===== src/rtl/mde_pkg.sv =====
package mde_pkg;
  typedef enum logic [2:0] {
    M_FETCH_STORE     = 3'd0,
    M_MOVE            = 3'd1,
    M_MOVE_LOAD       = 3'd2,
    M_FETCH_SEND      = 3'd3,
    M_MOVE_SEND       = 3'd4,
    M_FETCH_LOAD      = 3'd5,
    M_LOAD_FETCH_SEND = 3'd6,
    M_LOAD_SEND_HIGH  = 3'd7
  } mode_e;

  typedef enum logic [1:0] {
    SRC_RESULT = 2'd0,
    SRC_PARAM  = 2'd1,
    SRC_STRIDE = 2'd2
  } snd_src_e;

  typedef struct packed {
    logic     fetch;
    logic     reg_from_param;
    logic     load;
    logic     load_from_param;
    logic     send;
    snd_src_e send_src;
  } ctrl_t;
endpackage


===== src/rtl/mde_decode.sv =====
module mde_decode
  import mde_pkg::*;
(
  input  logic [2:0] mode_i,
  output ctrl_t      ctrl_o
);
  always_comb begin
    ctrl_o = '{fetch: 1'b0, reg_from_param: 1'b0, load: 1'b0,
               load_from_param: 1'b0, send: 1'b0, send_src: SRC_RESULT};
    case (mode_e'(mode_i))
      M_FETCH_STORE: begin
        ctrl_o.fetch          = 1'b1;
        ctrl_o.reg_from_param = 1'b1;
      end
      M_MOVE: ;
      M_MOVE_LOAD: ctrl_o.load = 1'b1;
      M_FETCH_SEND: begin
        ctrl_o.fetch          = 1'b1;
        ctrl_o.reg_from_param = 1'b1;
        ctrl_o.send           = 1'b1;
        ctrl_o.send_src       = SRC_PARAM;
      end
      M_MOVE_SEND: ctrl_o.send = 1'b1;
      M_FETCH_LOAD: begin
        ctrl_o.fetch           = 1'b1;
        ctrl_o.reg_from_param  = 1'b1;
        ctrl_o.load            = 1'b1;
        ctrl_o.load_from_param = 1'b1;
      end
      M_LOAD_FETCH_SEND: begin
        ctrl_o.fetch    = 1'b1;
        ctrl_o.load     = 1'b1;
        ctrl_o.send     = 1'b1;
        ctrl_o.send_src = SRC_PARAM;
      end
      M_LOAD_SEND_HIGH: begin
        ctrl_o.load     = 1'b1;
        ctrl_o.send     = 1'b1;
        ctrl_o.send_src = SRC_STRIDE;
      end
      default: ;
    endcase
  end
endmodule


===== src/rtl/mde_addr_reg.sv =====
module mde_addr_reg #(
  parameter int ADDR_W = 12,
  parameter int INC_W  = 6
) (
  input  logic                    clk,
  input  logic                    rst,
  input  logic                    load_en,
  input  logic [ADDR_W+INC_W-1:0] load_val,
  input  logic                    step_en,
  output logic [ADDR_W-1:0]       cur_addr_o
);
  localparam int LOAD_W = ADDR_W + INC_W;

  logic [ADDR_W-1:0] addr_q;
  logic [INC_W-1:0]  inc_q;
  logic [ADDR_W-1:0] base;
  logic [INC_W-1:0]  inc_sel;

  // A load in the same cycle as a send takes effect before the send.
  always_comb begin
    base    = load_en ? load_val[ADDR_W-1:0] : addr_q;
    inc_sel = load_en ? load_val[LOAD_W-1:ADDR_W] : inc_q;
  end

  assign cur_addr_o = base;

  always_ff @(posedge clk) begin
    if (rst) begin
      addr_q <= '0;
      inc_q  <= '0;
    end else if (load_en || step_en) begin
      inc_q  <= inc_sel;
      addr_q <= step_en ? base + ADDR_W'(inc_sel) : base;
    end
  end
endmodule


===== src/rtl/mde_out_reg.sv =====
module mde_out_reg #(
  parameter int ADDR_W = 12,
  parameter int DATA_W = 32,
  parameter int IDX_W  = 3
) (
  input  logic              clk,
  input  logic              rst,
  input  logic              send_en,
  input  logic [ADDR_W-1:0] snd_addr,
  input  logic [DATA_W-1:0] snd_data,
  input  logic              wr_en,
  input  logic [IDX_W-1:0]  wr_idx,
  input  logic [DATA_W-1:0] wr_data,
  input  logic              mw_ready,
  output logic              slot_free,
  output logic              mw_valid,
  output logic [ADDR_W-1:0] mw_addr,
  output logic [DATA_W-1:0] mw_data,
  output logic              rf_we,
  output logic [IDX_W-1:0]  rf_idx,
  output logic [DATA_W-1:0] rf_data
);
  assign slot_free = !mw_valid || mw_ready;

  always_ff @(posedge clk) begin
    if (rst) begin
      mw_valid <= 1'b0;
      mw_addr  <= '0;
      mw_data  <= '0;
    end else if (send_en) begin
      mw_valid <= 1'b1;
      mw_addr  <= snd_addr;
      mw_data  <= snd_data;
    end else if (mw_ready) begin
      mw_valid <= 1'b0;
    end
  end

  always_ff @(posedge clk) begin
    if (rst) begin
      rf_we   <= 1'b0;
      rf_idx  <= '0;
      rf_data <= '0;
    end else begin
      rf_we <= wr_en && (wr_idx != '0);
      if (wr_en) begin
        rf_idx  <= wr_idx;
        rf_data <= wr_data;
      end
    end
  end
endmodule


===== src/rtl/mthd_emit_unit.sv =====
module mthd_emit_unit
  import mde_pkg::*;
#(
  parameter int DATA_W = 32,
  parameter int ADDR_W = 12,
  parameter int INC_W  = 6,
  parameter int IDX_W  = 3
) (
  input  logic              clk,
  input  logic              rst,
  input  logic              op_valid,
  output logic              op_ready,
  input  logic [2:0]        op_mode,
  input  logic [IDX_W-1:0]  op_dst,
  input  logic [DATA_W-1:0] op_result,
  input  logic              prm_valid,
  output logic              prm_ready,
  input  logic [DATA_W-1:0] prm_data,
  output logic              mw_valid,
  input  logic              mw_ready,
  output logic [ADDR_W-1:0] mw_addr,
  output logic [DATA_W-1:0] mw_data,
  output logic              rf_we,
  output logic [IDX_W-1:0]  rf_idx,
  output logic [DATA_W-1:0] rf_data
);
  localparam int LOAD_W = ADDR_W + INC_W;

  ctrl_t             ctrl;
  logic              slot_free;
  logic              accept;
  logic [LOAD_W-1:0] load_val;
  logic [ADDR_W-1:0] cur_addr;
  logic [DATA_W-1:0] snd_data;
  logic [DATA_W-1:0] wr_data;

  mde_decode u_dec (
    .mode_i (op_mode),
    .ctrl_o (ctrl)
  );

  assign op_ready  = (!ctrl.fetch || prm_valid) && (!ctrl.send || slot_free);
  assign accept    = op_valid && op_ready;
  assign prm_ready = accept && ctrl.fetch;

  assign load_val = ctrl.load_from_param ? prm_data[LOAD_W-1:0] : op_result[LOAD_W-1:0];
  assign wr_data  = ctrl.reg_from_param ? prm_data : op_result;

  always_comb begin
    case (ctrl.send_src)
      SRC_PARAM:  snd_data = prm_data;
      SRC_STRIDE: snd_data = DATA_W'(op_result[LOAD_W-1:ADDR_W]);
      default:    snd_data = op_result;
    endcase
  end

  mde_addr_reg #(.ADDR_W(ADDR_W), .INC_W(INC_W)) u_addr (
    .clk        (clk),
    .rst        (rst),
    .load_en    (accept && ctrl.load),
    .load_val   (load_val),
    .step_en    (accept && ctrl.send),
    .cur_addr_o (cur_addr)
  );

  mde_out_reg #(.ADDR_W(ADDR_W), .DATA_W(DATA_W), .IDX_W(IDX_W)) u_out (
    .clk       (clk),
    .rst       (rst),
    .send_en   (accept && ctrl.send),
    .snd_addr  (cur_addr),
    .snd_data  (snd_data),
    .wr_en     (accept),
    .wr_idx    (op_dst),
    .wr_data   (wr_data),
    .mw_ready  (mw_ready),
    .slot_free (slot_free),
    .mw_valid  (mw_valid),
    .mw_addr   (mw_addr),
    .mw_data   (mw_data),
    .rf_we     (rf_we),
    .rf_idx    (rf_idx),
    .rf_data   (rf_data)
  );
endmodule


===== config.mk =====
export PLATFORM = sky130hd
export DESIGN_NAME = mthd_emit_unit
export DESIGN_NICKNAME = d
export VERILOG_FILES = /design/src/rtl/mde_pkg.sv /design/src/rtl/mde_decode.sv /design/src/rtl/mde_addr_reg.sv /design/src/rtl/mde_out_reg.sv /design/src/rtl/mthd_emit_unit.sv
export SDC_FILE = /design/constraint.sdc
export NUM_CORES = 1
export LEC_CHECK = 0
export ABC_AREA = 1
export BUFFER_PORTS_ARGS = -buffer_cell sky130_fd_sc_hd__buf_4
export CAP_MARGIN = 5
export CORE_UTILIZATION = 50
export CTS_CLUSTER_DIAMETER = 100
export DETAILED_ROUTE_END_ITERATION = 12
export PLACE_DENSITY_LB_ADDON = 0.1
export REMOVE_ABC_BUFFERS = 1
export SKIP_LAST_GASP = 1
export SLEW_MARGIN = 20
export SYNTH_ARGS = -nofsm -noshare
export SYNTH_HDL_FRONTEND = slang
export SYNTH_SLANG_ARGS = --single-unit

===== constraint.sdc =====
create_clock -name clk -period 4.53 [get_ports clk]
set_input_delay 1.1325 -clock clk [delete_from_list [all_inputs] [get_ports clk]]
set_output_delay 1.1325 -clock clk [all_outputs]
set_load 0.02 [all_outputs]

==> results.yml, run 1 <==
status:
  status: "complete, no violations"
floorplanning:
  num_rows: 36
  ios: 158
  initial_core_util: 0.519
  die_x_um: 103
  die_area_sq_um: 10600
  core_area_sq_um: 9860
  die_y_um: 103
sta:
  finClkSkew_ps: 7.76
  tightest_slew_ps: 961
  rsz0062_at_grt: "false"
  max_freq_mhz: 267
  fin_crit_sh: 0.826
  whs_ps: 484
  maxSlewHeadroom: 0.359
  period_minus_slack_ps: 3740
  slew_viol_final: 0
  hold_viol: 0
  setup_viol: 0
  tns_ps: 0
worst_setup_path:
  worstSetupPathType: "in -> reg"
  startpoint_type: "input port"
  worstPathCellList: "buf_4 -> inv_1 -> nand3_2 -> nand2_4 -> nand2_2 -> nand4_4 -> inv_4 -> or2_2 -> inv_1 -> a21oi_1 -> ha_1 -> fa_1 -> nand2_1 -> nand2_1 -> nand2_1 -> nand2_1 -> nand2_1 -> nand2_1 -> nand2_1 -> xor2_1 -> nor2_1"
  arrival_ps: 4010
  path_common_cell: "nand2_1"
  cp_max_fo: 26
  critPathCaptureType: "flip-flop"
  crit_path_top_delay_cell: "fa_1"
  crit_family: "simple AND/OR/NAND/NOR gates"
  slowest_delay_ps: 430
  worstPathRequired_ps: 4800
  r2r_start: "u_out.mw_valid"
  path_buf_inv: 4
  setup.worst_path.start: "op_mode[1]"
global_routing:
  grt_pass1_wl_mm: 23.8
  met2_usage: 0.488
  grt_busiest_layer: "met2"
  use_met1: 0.346
  grt_util_all_layers: 0.291
  antenna_found_initial: 0
  grt_util_met3: 0.0712
  grt_pass1_vias: 5111
  overflow: 0
  grt_max_degree: 79
synth:
  synth_adder_area_share: 0.0210
  synth.area.top_cells: "dfxtp_1, o21ai_0, nand2_1, inv_1, nor2_1"
  synth_mux_area_frac: 0.00660
  synth_top_family_by_area: "compound AO/OA/AOI/OAI gates"
  yosysUniqueCellTypes: 41
  yosysWarnings: 0
  synth-simple-area-share: 0.207
  synthFlopType: "dfxtp_1"
  synth_top_cell_area_share: 0.387
  ys_ff_latch: 99
  syn_area_per_cell_sq_um: 6.87
  synthArstFlopShare: 0
  synth_compound_area_frac: 0.256
  synth.cell_area_sq_um: 5110
  synth_xor_area_frac: 0.00856
  synth-edff-count: 0
  netlist_instances: 744
  yosys.area.top_type: "dfxtp_1"
  yosysSeqAreaShare: 0.387
cts:
  htree_levels: 3
  cts_sinks: 99
  clockBufferDepth: 2
  clk_latency_ps: 370
  cts_tree: "done"
  clk_pin_slew_ps: 100
  cts_setup_buffers: 0
  cts_root_buf: "clkbuf_8"
  post_cts_resized: 0
  cts_buffers: 9
  cts_hold_buf: 0
routing:
  via_per_inst: 5.28
  drc: 0
  drt-initial-drc-count: 232
  firstDrtPassIters: 5
  wl_per_cell_um: 14.8
  dr_total_vias: 5339
  antenna_left: 0
  totalWireLength_mm: 15.0
finish:
  layout.nets: 957
  layout-drive-gt1-share: 0.241
  antenna_cells: 0
  layout_common_cells: "buf_4, nand2_1, o21ai_0"
  syn_to_final_growth_pct: 28.3
  final_common_cell: "buf_4"
pwr:
  p_per_area_nw_per_um2: 337
  vdd_drop_max_mv: 0.232
  cellLeakagePower_nw: 3.31
placement:
  gp_congestion: 0.875
  io_buffers: 157
  hpwl_mm: 10.3
flow_run:
  cap_violations: 0
worst_hold_path:
  min_path_type: "reg -> reg"
  min-delay-start: "u_out.mw_addr[9]"
[cell usage after synthesis, drive strengths merged, types with 4 or more instances]
cell and n:
ha 7, xor2 4, clkbuf 30, a211oi 5, nand4 4, o22ai 4, dfxtp 99, o211ai 11
o21a 6, inv 98, buf 16, a21oi 51, o21ai 126, nor2 91, nand3 12, or2 6
nand2 134, a22oi 26
[flip-flops by register name, summed over array words and instances (netlist names)]
register	flops
u_out.mw_valid	1
u_out.mw_data	32
u_out.mw_addr	12
u_addr.inc_q	6
u_out.rf_data	32
u_out.rf_idx	3
u_addr.addr_q	12
u_out.rf_we	1
[cell type report]
cell class / count / area (sq um)
flip-flops and latches: 99 / 1980
clock inverters: 6 / 88.8
multi-input cells: 500 / 2570
well taps: 133 / 166
repair buffers: 165 / 1250
fillers: 894 / 3300
inverters: 99 / 378
clock buffers: 10 / 128
[final timing paths]
kind / end / slack (ps) / depth (start not counted)
worst max-delay path: u_addr.addr_q[10] / 790 / 21
worst min-delay path: u_out.mw_addr[9] / 480 / 2
worst max register to register: u_addr.addr_q[10] / 1530 / 17
worst min register to register: u_out.mw_addr[9] / 480 / 2
[metal layers]
metal	wire length (um)	up-vias
met1	6180	2426
met2	7170	196
met3	1140	34
li1	-	2683
met5	0	-
met4	466	0
[power breakdown]
group          leakage, nW  total [W]  switching (W)  internal, W
registers            0.815   0.000977      0.0000347     0.000942
clock network        0.103   0.000630       0.000317     0.000312
logic                 2.39   0.000607       0.000367     0.000240
total                 3.31    0.00221       0.000719      0.00149
[worst register-to-register path, cell delays in order (launching register included)]
cell and delay (ps):
dfxtp_1 380, nand3_1 180, nand4_4 310, inv_4 180, or2_2 300, inv_1 70
a21oi_1 50, ha_1 230, fa_1 430, nand2_1 80, nand2_1 50, nand2_1 60
nand2_1 100, nand2_1 120, nand2_1 90, nand2_1 80, xor2_1 150, nor2_1 50
[kinds of logic after synthesis]
family,Yosys count
buffers and inverters,145
flip-flops,99
adder cells (fa/ha/maj),8
XOR/XNOR,5
multiplexers,3
AO/OA/AOI/OAI,232
AND/OR/NAND/NOR,252
[metrics by stage]
stage          setup WS (ps)  std cells  power, W  utilization  cell area, sq um
2_1_floorplan           -486        698   0.00135            -              4910
3_3_place_gp             628        996   0.00158        0.643              6340
3_5_place_dp             420        996   0.00160        0.643              6340
4_1_cts                  838       1012   0.00222        0.665              6560
5_1_grt                  536       1012   0.00232        0.665              6560
6_report                 788       1012   0.00221        0.665              6560
(Power assumes the default switching activity.)
==> run 2: changes to the inputs <==
ABC_AREA = 0   (was 1)
clock period = 3.7 ns   (was 4.53 ns; I/O delays follow)
==> run 2 against run 1 <==
- combinational power grew 40%
- clock power up 22%
- critical endpoint is now u_addr.addr_q[7]
- via count shrank 3.0%
- sequential share of layout area decreased by 0.49 points
- largest cell class unchanged
- worst setup slack worse by 610 ps
- clock skew hardly changed
- die area down 2.1%
- sequential power increased by 23%
==> results.yml, run 2 <==
status:
  status: "complete, no violations"
synth:
  yosysWarnings: 0
  synth.cell_area_sq_um: 5000
  yosys.area.top_type: "dfxtp_1"
  synthArstFlopShare: 0
  synth.area.top_cells: "dfxtp_1, nor2_1, mux2i_1, a211oi_1, nand2_1"
  syn_area_per_cell_sq_um: 7.94
  yosysUniqueCellTypes: 55
  yosysMostFrequentCell: "nor2_1"
  synth_mux_area_frac: 0.0893
  synthFlopType: "dfxtp_1"
  netlist_instances: 630
  yosysSeqAreaShare: 0.396
  synth_top_cell_area_share: 0.396
  synth_commonest_cells: "nor2_1, nand2_1, dfxtp_1"
  synth_xor_area_frac: 0.0153
  synth_adder_area_share: 0.0215
  ys_ff_latch: 99
  synth_compound_area_frac: 0.231
  synth-simple-area-share: 0.200
  synth-edff-count: 0
  synth_top_family_by_area: "compound AO/OA/AOI/OAI gates"
cts:
  cts_hold_buf: 0
  clk_pin_slew_ps: 90
  clockBufferDepth: 2
  cts_setup_buffers: 0
  htree_levels: 3
  cts_root_buf: "clkbuf_8"
  clk_latency_ps: 370
  post_cts_resized: 0
  cts_tree: "done"
  cts_buffers: 9
  cts_sinks: 99
worst_setup_path:
  r2r-end: "u_addr.addr_q[7]"
  worstSetupPathType: "in -> reg"
  worstPathCellList: "buf_4 -> xor3_1 -> o221ai_1 -> nor2_2 -> buf_12 -> nor2_1 -> a31oi_1 -> ha_1 -> a21o_1 -> a21oi_1 -> nor2_1 -> a31oi_2 -> o31ai_2 -> or3b_1 -> a31oi_1"
  slowest_delay_ps: 390
  ff2ff_path_depth: 14
  cp_max_fo: 25
  r2r_setup_slack_ps: 830
  critPathCaptureType: "flip-flop"
  r2r_start: "u_out.mw_valid"
  arrival_ps: 3810
  worstPathRequired_ps: 3990
  crit_path_top_delay_cell: "xor3_1"
  crit_family: "compound AO/OA/AOI/OAI gates"
  path_buf_inv: 2
  startpoint_type: "input port"
sta:
  tns_ps: 0
  period_minus_slack_ps: 3520
  hold_viol: 0
  maxSlewHeadroom: 0.414
  tightest_slew_ps: 875
  setup_viol: 0
  fin_crit_sh: 0.952
  rsz0062_at_grt: "false"
  finClkSkew_ps: 7.38
  slew_viol_final: 0
  max_freq_mhz: 284
  fin_ws_ps: 179
floorplanning:
  die_area_sq_um: 10400
  core_area_sq_um: 9730
  ios: 158
  num_rows: 36
  die_y_um: 102
  initial_core_util: 0.514
  die_x_um: 102
finish:
  top_regs: "u_out.mw_data x32, u_out.rf_data x32"
  syn_to_final_growth_pct: 33.3
  final_common_cell: "buf_4"
  layout_common_cells: "buf_4, nor2_1, nand2_1"
  antenna_cells: 0
  fin_cells: 919
  layout-drive-gt1-share: 0.279
  num-fill-cells: 830
  final_area_sq_um: 6670
  layout.nets: 865
worst_hold_path:
  min-delay-start: "u_out.rf_idx[1]"
  whs_endpoint: "u_out.rf_idx[1]"
  min_path_type: "reg -> reg"
  min_path_cells: 2
placement:
  dp_slack_ps: -150
  io_buffers: 157
  hpwl_mm: 9.93
  gp_congestion: 0.930
  post_dp_cell_area_sq_um: 6450
  numPlacedInstances: 904
pwr:
  cellLeakagePower_nw: 2.86
  p_per_area_nw_per_um2: 422
  finalPower_w: 0.00281
  vdd_drop_max_mv: 0.232
routing:
  totalWireLength_mm: 14.2
  drt-initial-drc-count: 193
  firstDrtPassIters: 5
  dr_total_vias: 5177
  antenna_left: 0
  wl_per_cell_um: 15.5
  drc: 0
  via_per_inst: 5.63
global_routing:
  grt_pass1_vias: 4829
  use_met1: 0.337
  overflow: 0
  grt_util_all_layers: 0.272
  met2_usage: 0.475
  grt_busiest_layer: "met2"
  antenna_found_initial: 0
  grt_pass1_wl_mm: 22.3
  grt_util_met3: 0.0369
  grt_max_degree: 68
flow_run:
  cap_violations: 0
[run 2: changes by cell type after synthesis, moves of 16 or more]
cell	before	now
a22oi_1	26	6
a31oi_1	0	16
nor2_1	90	107
a211oi_1	5	52
mux2i_1	0	39
o21ai_0	121	14
inv_1	93	4
nand2_1	124	100
[run 2: cell families after synthesis]
group                    Yosys count
XOR/XNOR                           7
multiplexers                      44
buffers and inverters             56
adder cells (fa/ha/maj)            8
flip-flops                        99
AO/OA/AOI/OAI                    171
AND/OR/NAND/NOR                  245
[run 2: area by class of cell]
class	count	area (sq um)	area share
multi-input cells	475	2800	0.420
flip-flops and latches	99	1980	0.297
repair buffers	193	1490	0.223
well taps	133	166	0.0250
clock buffers	10	138	0.0206
clock inverters	5	77.6	0.0116
inverters	4	15.0	0.00225
[run 2: report_power, final]
part	switching [W]	internal, W	total (W)	leakage [nW]
sequential	0.0000434	0.00115	0.00120	0.814
clock	0.000373	0.000393	0.000767	0.108
combinational	0.000475	0.000372	0.000848	1.94
[run 2: tightest hold or removal path: stages (launching register included)]
cell	delay, ps
dfxtp_1	320
nand2_1	50
a21oi_1	50
[run 2: through the flow]
stage                util  hold slack (ps)
floorplan               -              468
global placement    0.663              444
detailed placement  0.663              450
CTS                 0.685              465
global route        0.685              484
finish              0.685              464
[run 2: worst max path at each step]
| stage | start | end | slack, ps | depth (start not counted) |
|---|---|---|---|---|
| finish | op_mode[2] | u_addr.addr_q[7] | 180 | 15 |
| floorplan | op_mode[2] | u_addr.addr_q[6] | -750 | 6 |
| detailed placement | op_mode[2] | u_addr.addr_q[7] | -150 | 15 |
| global placement | op_mode[2] | u_addr.addr_q[7] | -50 | 15 |
| CTS | op_mode[2] | u_addr.addr_q[7] | 210 | 15 |
| global route | op_mode[2] | u_addr.addr_q[7] | 2 | 15 |
[run 2: per-layer routing]
layer,vias to the layer above,part of all wire
met2,186,0.48
met3,19,0.062
met1,2436,0.44
li1,2536,-
met5,-,0
met4,0,0.017
